**config.mk**
```make
export PLATFORM = sky130hd
export DESIGN_NAME = pwm_dual_pair
export DESIGN_NICKNAME = d
export VERILOG_FILES = /design/src/rtl/pwm_pkg.sv /design/src/rtl/pwm_stage_regs.sv /design/src/rtl/pwm_timebase.sv /design/src/rtl/pwm_pair_out.sv /design/src/rtl/pwm_dual_pair.sv
export SDC_FILE = /design/constraint.sdc
export NUM_CORES = 1
export LEC_CHECK = 0
export ABC_AREA = 1
export BUFFER_PORTS_ARGS = -buffer_cell sky130_fd_sc_hd__clkbuf_2
export CORE_UTILIZATION = 51
export DETAILED_ROUTE_END_ITERATION = 6
export PLACE_DENSITY = 0.77
export SYNTH_ARGS = -nofsm -noshare
export SYNTH_HDL_FRONTEND = slang
export SYNTH_SLANG_ARGS = --single-unit
```
**constraint.sdc**
```tcl
create_clock -name clk -period 5.3 [get_ports clk]
set_input_delay 0.795 -clock clk [delete_from_list [all_inputs] [get_ports clk]]
set_output_delay 0.795 -clock clk [all_outputs]
set_load 0.01 [all_outputs]
```
**src/rtl/pwm_pkg.sv**
```systemverilog
package pwm_pkg;
  typedef enum logic [1:0] {
    SEL_PERIOD = 2'd0,
    SEL_DUTY_A = 2'd1,
    SEL_DUTY_B = 2'd2,
    SEL_SPARE  = 2'd3
  } reg_sel_e;
endpackage

```
**src/rtl/pwm_stage_regs.sv**
```systemverilog
module pwm_stage_regs
  import pwm_pkg::*;
#(
  parameter int W     = 16,
  parameter int NPAIR = 2
) (
  input  logic                       clk,
  input  logic                       rst_n,
  input  logic                       wr_en,
  input  logic [1:0]                 wr_addr,
  input  logic [W-1:0]               wr_data,
  output logic [W-1:0]               stg_period,
  output logic [NPAIR-1:0][W-1:0]    stg_duty
);
  reg_sel_e sel;
  assign sel = reg_sel_e'(wr_addr);

  always_ff @(posedge clk or negedge rst_n) begin
    if (!rst_n) begin
      stg_period <= '0;
      stg_duty   <= '0;
    end else if (wr_en) begin
      case (sel)
        SEL_PERIOD: stg_period  <= wr_data;
        SEL_DUTY_A: stg_duty[0] <= wr_data;
        SEL_DUTY_B: stg_duty[1] <= wr_data;
        default:    ;
      endcase
    end
  end
endmodule

```
**src/rtl/pwm_timebase.sv**
```systemverilog
module pwm_timebase #(
  parameter int W     = 16,
  parameter int NPAIR = 2
) (
  input  logic                    clk,
  input  logic                    rst_n,
  input  logic                    en,
  input  logic                    center_mode,
  input  logic [W-1:0]            stg_period,
  input  logic [NPAIR-1:0][W-1:0] stg_duty,
  output logic                    running,
  output logic [W-1:0]            cnt,
  output logic                    down,
  output logic                    act_center,
  output logic [W-1:0]            act_period,
  output logic [NPAIR-1:0][W-1:0] act_duty,
  output logic                    sync
);
  localparam logic [W-1:0] ONE = W'(1);
  localparam logic [W-1:0] MIN_PERIOD = W'(2);

  logic last_tick;
  logic start_ev;

  function automatic logic period_done(input logic ctr, input logic dn,
                                       input logic [W-1:0] c, input logic [W-1:0] p);
    if (ctr) return dn && (c == ONE);
    return c == (p - ONE);
  endfunction

  assign last_tick = running && period_done(act_center, down, cnt, act_period);
  assign start_ev  = en && (!running || last_tick);
  assign sync      = running && (cnt == '0) && !down;

  always_ff @(posedge clk or negedge rst_n) begin
    if (!rst_n) begin
      running    <= 1'b0;
      cnt        <= '0;
      down       <= 1'b0;
      act_center <= 1'b0;
      act_period <= '0;
      act_duty   <= '0;
    end else if (!en) begin
      running <= 1'b0;
      cnt     <= '0;
      down    <= 1'b0;
    end else if (start_ev) begin
      act_period <= stg_period;
      act_duty   <= stg_duty;
      act_center <= center_mode;
      running    <= (stg_period >= MIN_PERIOD);
      cnt        <= '0;
      down       <= 1'b0;
    end else if (act_center && down) begin
      cnt <= cnt - ONE;
    end else begin
      if (act_center && (cnt == act_period - ONE)) down <= 1'b1;
      cnt <= cnt + ONE;
    end
  end

  AST_EDGE_RANGE: assert property (@(posedge clk) disable iff (!rst_n)
    running && !act_center |-> cnt < act_period && !down);
  AST_CENTER_RANGE: assert property (@(posedge clk) disable iff (!rst_n)
    running && act_center |-> cnt <= act_period);
  AST_SYNC_SPACING: assert property (@(posedge clk) disable iff (!rst_n)
    sync |=> !sync);
  AST_HOLD_ACTIVE: assert property (@(posedge clk) disable iff (!rst_n)
    en && !start_ev |=> $stable(act_period) && $stable(act_duty) && $stable(act_center));
  AST_ILLEGAL_IDLE: assert property (@(posedge clk) disable iff (!rst_n)
    start_ev && (stg_period < MIN_PERIOD) |=> !running && !sync);
  AST_DISABLE_IDLE: assert property (@(posedge clk) disable iff (!rst_n)
    !en |=> !running && cnt == '0);
endmodule

```
**src/rtl/pwm_pair_out.sv**
```systemverilog
module pwm_pair_out #(
  parameter int W = 16
) (
  input  logic         clk,
  input  logic         rst_n,
  input  logic         running,
  input  logic [W-1:0] cnt,
  input  logic         down,
  input  logic [W-1:0] period,
  input  logic [W-1:0] duty,
  output logic         hi,
  output logic         lo
);
  logic [W-1:0] duty_c;
  logic         on_now;

  function automatic logic [W-1:0] clamp_duty(input logic [W-1:0] d, input logic [W-1:0] p);
    if (d[W-1]) return '0;
    if (d >= p) return p;
    return d;
  endfunction

  function automatic logic in_window(input logic [W-1:0] c, input logic dn, input logic [W-1:0] d);
    if (dn) return c <= d;
    return c < d;
  endfunction

  assign duty_c = clamp_duty(duty, period);
  assign on_now = in_window(cnt, down, duty_c);
  assign hi     = running && on_now;
  assign lo     = running && !on_now;

  AST_NEG_OFF: assert property (@(posedge clk) disable iff (!rst_n)
    duty[W-1] |-> !hi);
  AST_FULL_ON: assert property (@(posedge clk) disable iff (!rst_n)
    running && !duty[W-1] && duty >= period |-> hi);
  AST_IDLE_LOW: assert property (@(posedge clk) disable iff (!rst_n)
    !running |-> !hi && !lo);
endmodule

```
**src/rtl/pwm_dual_pair.sv**
```systemverilog
module pwm_dual_pair #(
  parameter int W     = 16,
  parameter int NPAIR = 2
) (
  input  logic         clk,
  input  logic         rst_n,
  input  logic         en,
  input  logic         center_mode,
  input  logic         wr_en,
  input  logic [1:0]   wr_addr,
  input  logic [W-1:0] wr_data,
  output logic         a_hi,
  output logic         a_lo,
  output logic         b_hi,
  output logic         b_lo,
  output logic         sync
);
  logic [W-1:0]            stg_period;
  logic [NPAIR-1:0][W-1:0] stg_duty;
  logic                    running;
  logic [W-1:0]            cnt;
  logic                    down;
  logic                    act_center;
  logic [W-1:0]            act_period;
  logic [NPAIR-1:0][W-1:0] act_duty;
  logic [NPAIR-1:0]        hi_v;
  logic [NPAIR-1:0]        lo_v;

  pwm_stage_regs #(.W(W), .NPAIR(NPAIR)) u_regs (
    .clk(clk), .rst_n(rst_n), .wr_en(wr_en), .wr_addr(wr_addr),
    .wr_data(wr_data), .stg_period(stg_period), .stg_duty(stg_duty)
  );

  pwm_timebase #(.W(W), .NPAIR(NPAIR)) u_tb (
    .clk(clk), .rst_n(rst_n), .en(en), .center_mode(center_mode),
    .stg_period(stg_period), .stg_duty(stg_duty), .running(running),
    .cnt(cnt), .down(down), .act_center(act_center),
    .act_period(act_period), .act_duty(act_duty), .sync(sync)
  );

  for (genvar g = 0; g < NPAIR; g++) begin : g_pair
    pwm_pair_out #(.W(W)) u_pair (
      .clk(clk), .rst_n(rst_n), .running(running), .cnt(cnt), .down(down),
      .period(act_period), .duty(act_duty[g]), .hi(hi_v[g]), .lo(lo_v[g])
    );
  end

  assign a_hi = hi_v[0];
  assign a_lo = lo_v[0];
  assign b_hi = hi_v[1];
  assign b_lo = lo_v[1];

  AST_PAIR_INVERSE: assert property (@(posedge clk) disable iff (!rst_n)
    running |-> (a_lo == !a_hi) && (b_lo == !b_hi));
  AST_START_SYNC: assert property (@(posedge clk) disable iff (!rst_n)
    en && !running && (stg_period >= W'(2)) |=> sync);
endmodule

```
==> results.tsv <==
metric	value	unit
skew	10.2	ps
drv_cap	0	
final_area	8180	µm²
fmax	206	MHz
drc	0	
synth_ff_type	dfrtp_1	
via_per_inst	5.61	
wl_per_cell	15.3	µm
fin_crit_sh	91.8	%
setup_viol	0	
synth-seq-cells	115	
postRouteAntennaNets	0	
drtIter0Drc	452	
insertion_delay	430	ps
rsz0062_at_grt	false	
seq_area_frac_synth	39.3	%
min_from	u_regs.stg_duty[1]$_DFFE_PN0P_	
grt_usage	27.0	%
fill_cells	1284	
worstSetupPathType	flip-flop to output pin	
cts-root-buf	clkbuf_16	
dp_hpwl	13.2	mm
grt_max_degree	79	
max-vdd-ir-drop	0.283	mV
hold_violations	0	
post_dp_cell_area	7550	µm²
antenna_found_initial	0	
worstMarginPinSlew	1130	ps
hp-class	flip-flop to flip-flop	
avgSynthCellArea	7.47	µm²
via_count	6630	
syn_to_final_growth	11.6	%
clockBufferDepth	2	
die_x	122	µm
drv_slew	0	
synth_area_leaders	dfrtp_1, nand2_1, ha_1	
cellLeakagePower	0.00418	µW
routed_wl	18.1	mm
antenna_cells	0	
crit_start	u_tb.act_period[3]$_DFFE_PN0P_	
holdWs	482	ps
fin_tns_setup	0	ps
grt_first_pass_wirelength	30.7	mm
syn_inst	981	
die_y	122	µm
syn_nets	1073	
initial_utilization	52.6	%
cts.sinks	115	
status	finished, final reports clean	
fp.coreArea	13900	µm²
regArea	2880	µm²
overflow	0	
grt_pass1_vias	6296	
drive_gt1_share	7.29	%
io_buffers	27	
first_pass_iters	5	
path_clk_slew	50	ps
numCtsBuffers	17	
powerDensity	416	nW/µm²
syn_area	7330	µm²
yosysWarnings	0	
final_nets	1082	
r2r_start	u_tb.act_period[0]$_DFFE_PN0P_	
critPathLaunchType	flip-flop	
synth_edf_count	0	
maxSlewHeadroom	24.5	%
path_max_fanout	18	
cp_data_required_time	4510	ps
multiInputGateArea	3980	µm²
gp_congestion	0.938	
cp-end-kind	output pin	
pin_count	28	
async_flop_share	100	%
post_cts_buffers	0	
die-area	14900	µm²
finalCriticalPeriod	4860	ps
yosys.cell_types.count	35	
yosysTopAreaCell	dfrtp_1	
cp.arrival	4070	ps
cts_tree	yes	
cts.htree.levels	4	
yosysTopAreaCellShare	39.3	%
row_count	43	
layer usage:
layer | part of all wire, % | track usage, % | routed length (µm)
met1 | 48 | 37.3 | 8640
met5 | 0 | 0 | 0
met4 | 2.4 | 11.0 | 432
met3 | 5.6 | 5.85 | 1020
met2 | 44 | 41.0 | 8020
final cells by class:
class,count,area share [%]
clock inverters,9,1.88
repair buffers,32,2.14
well taps,180,2.75
clock buffers,21,5.75
multi-input cells,744,48.6
flip-flops and latches,115,35.2
inverters,80,3.67
Yosys cell counts, types with 5 or more instances:
cell      instances
nor2_1           78
xor2_1           17
o21ai_0          92
ha_1             69
clkbuf_1         27
nand4_1           8
a21oi_1          70
nand2_1         269
xnor2_1           7
nor4_1            5
buf_2            10
nor3_1           12
nand3_1          91
dfrtp_1         115
inv_1            78
layout by cell type, fill, tap and decap left out, types with 26 or more instances in the layout:
master    count
nand2_1     269
dfrtp_1     113
o21ai_0      92
nand3_1      89
inv_1        78
nor2_1       78
a21oi_1      70
ha_1         69
clkbuf_2     26
report_power, final:
group | internal (µW) | switching, µW
sequential | 1010 | 149
combinational | 380 | 649
clock | 816 | 403
sequential cells by signal, indices dropped and copies added, names as in the netlist:
register	flops
u_tb.act_duty	32
u_tb.down	1
u_regs.stg_period	16
u_tb.act_period	16
u_tb.running	1
u_tb.cnt	16
u_regs.stg_duty	32
u_tb.act_center	1
per-stage QoR:
stage / util (%) / worst slack [ps] / total power (µW) / cells
final: 58.7 / 436 / 3410 / 1181
after global routing: 58.7 / 125 / 3640 / 1181
after CTS: 58.6 / 252 / 3400 / 1181
after detailed placement: 54.2 / 720 / 2170 / 1151
after global placement: 54.2 / 779 / 2130 / 1151
after floorplan: - / 1700 / 1880 / 981
critical path, stage by stage (launching register included):
cell,delay [ps]
dfrtp_1,460
inv_1,160
ha_1,330
a21oi_1,140
o21ai_0,120
nand2_1,70
o211ai_1,90
nand2_1,90
nand3_2,250
buf_4,290
a21oi_1,130
o21ai_0,110
ha_1,300
nand2_1,60
inv_1,50
a221oi_1,270
o21ai_0,180
nand2_1,90
nand2_1,50
o21ai_0,110
and2_1,170
clkbuf_2,130
path summary, 6_finish.rpt:
| check | to | slack, ps | cells past startpoint |
|---|---|---|---|
| worst max register to register | u_tb.running$_DFFE_PN0N_ | 2180 | 13 |
| min in group asynchronous | u_tb.cnt[3]$_DFF_PN0_ | 490 | 1 |
| max in group asynchronous | u_regs.stg_period[14]$_DFFE_PN0P_ | 3750 | 2 |
| worst min register to register | u_regs.stg_duty[1]$_DFFE_PN0P_ | 480 | 2 |
| worst min-delay path | u_regs.stg_duty[1]$_DFFE_PN0P_ | 480 | 2 |
| worst max-delay path | a_hi | 440 | 21 |
what timing repair did:
action,in CTS,in global routing
resized for setup,0,4
hold buffers,0,0
setup endpoints to repair,0,4
cell families after synthesis:
kind of cell / after synthesis / synth area share (%)
buf+inv: 122 / 6.62
fa+ha+maj: 69 / 11.8
compound gates: 177 / 12.6
simple gates: 474 / 26.9
xor+xnor: 24 / 2.87
flops: 115 / 39.3
No activity file was read; power rests on OpenSTA's default activity.
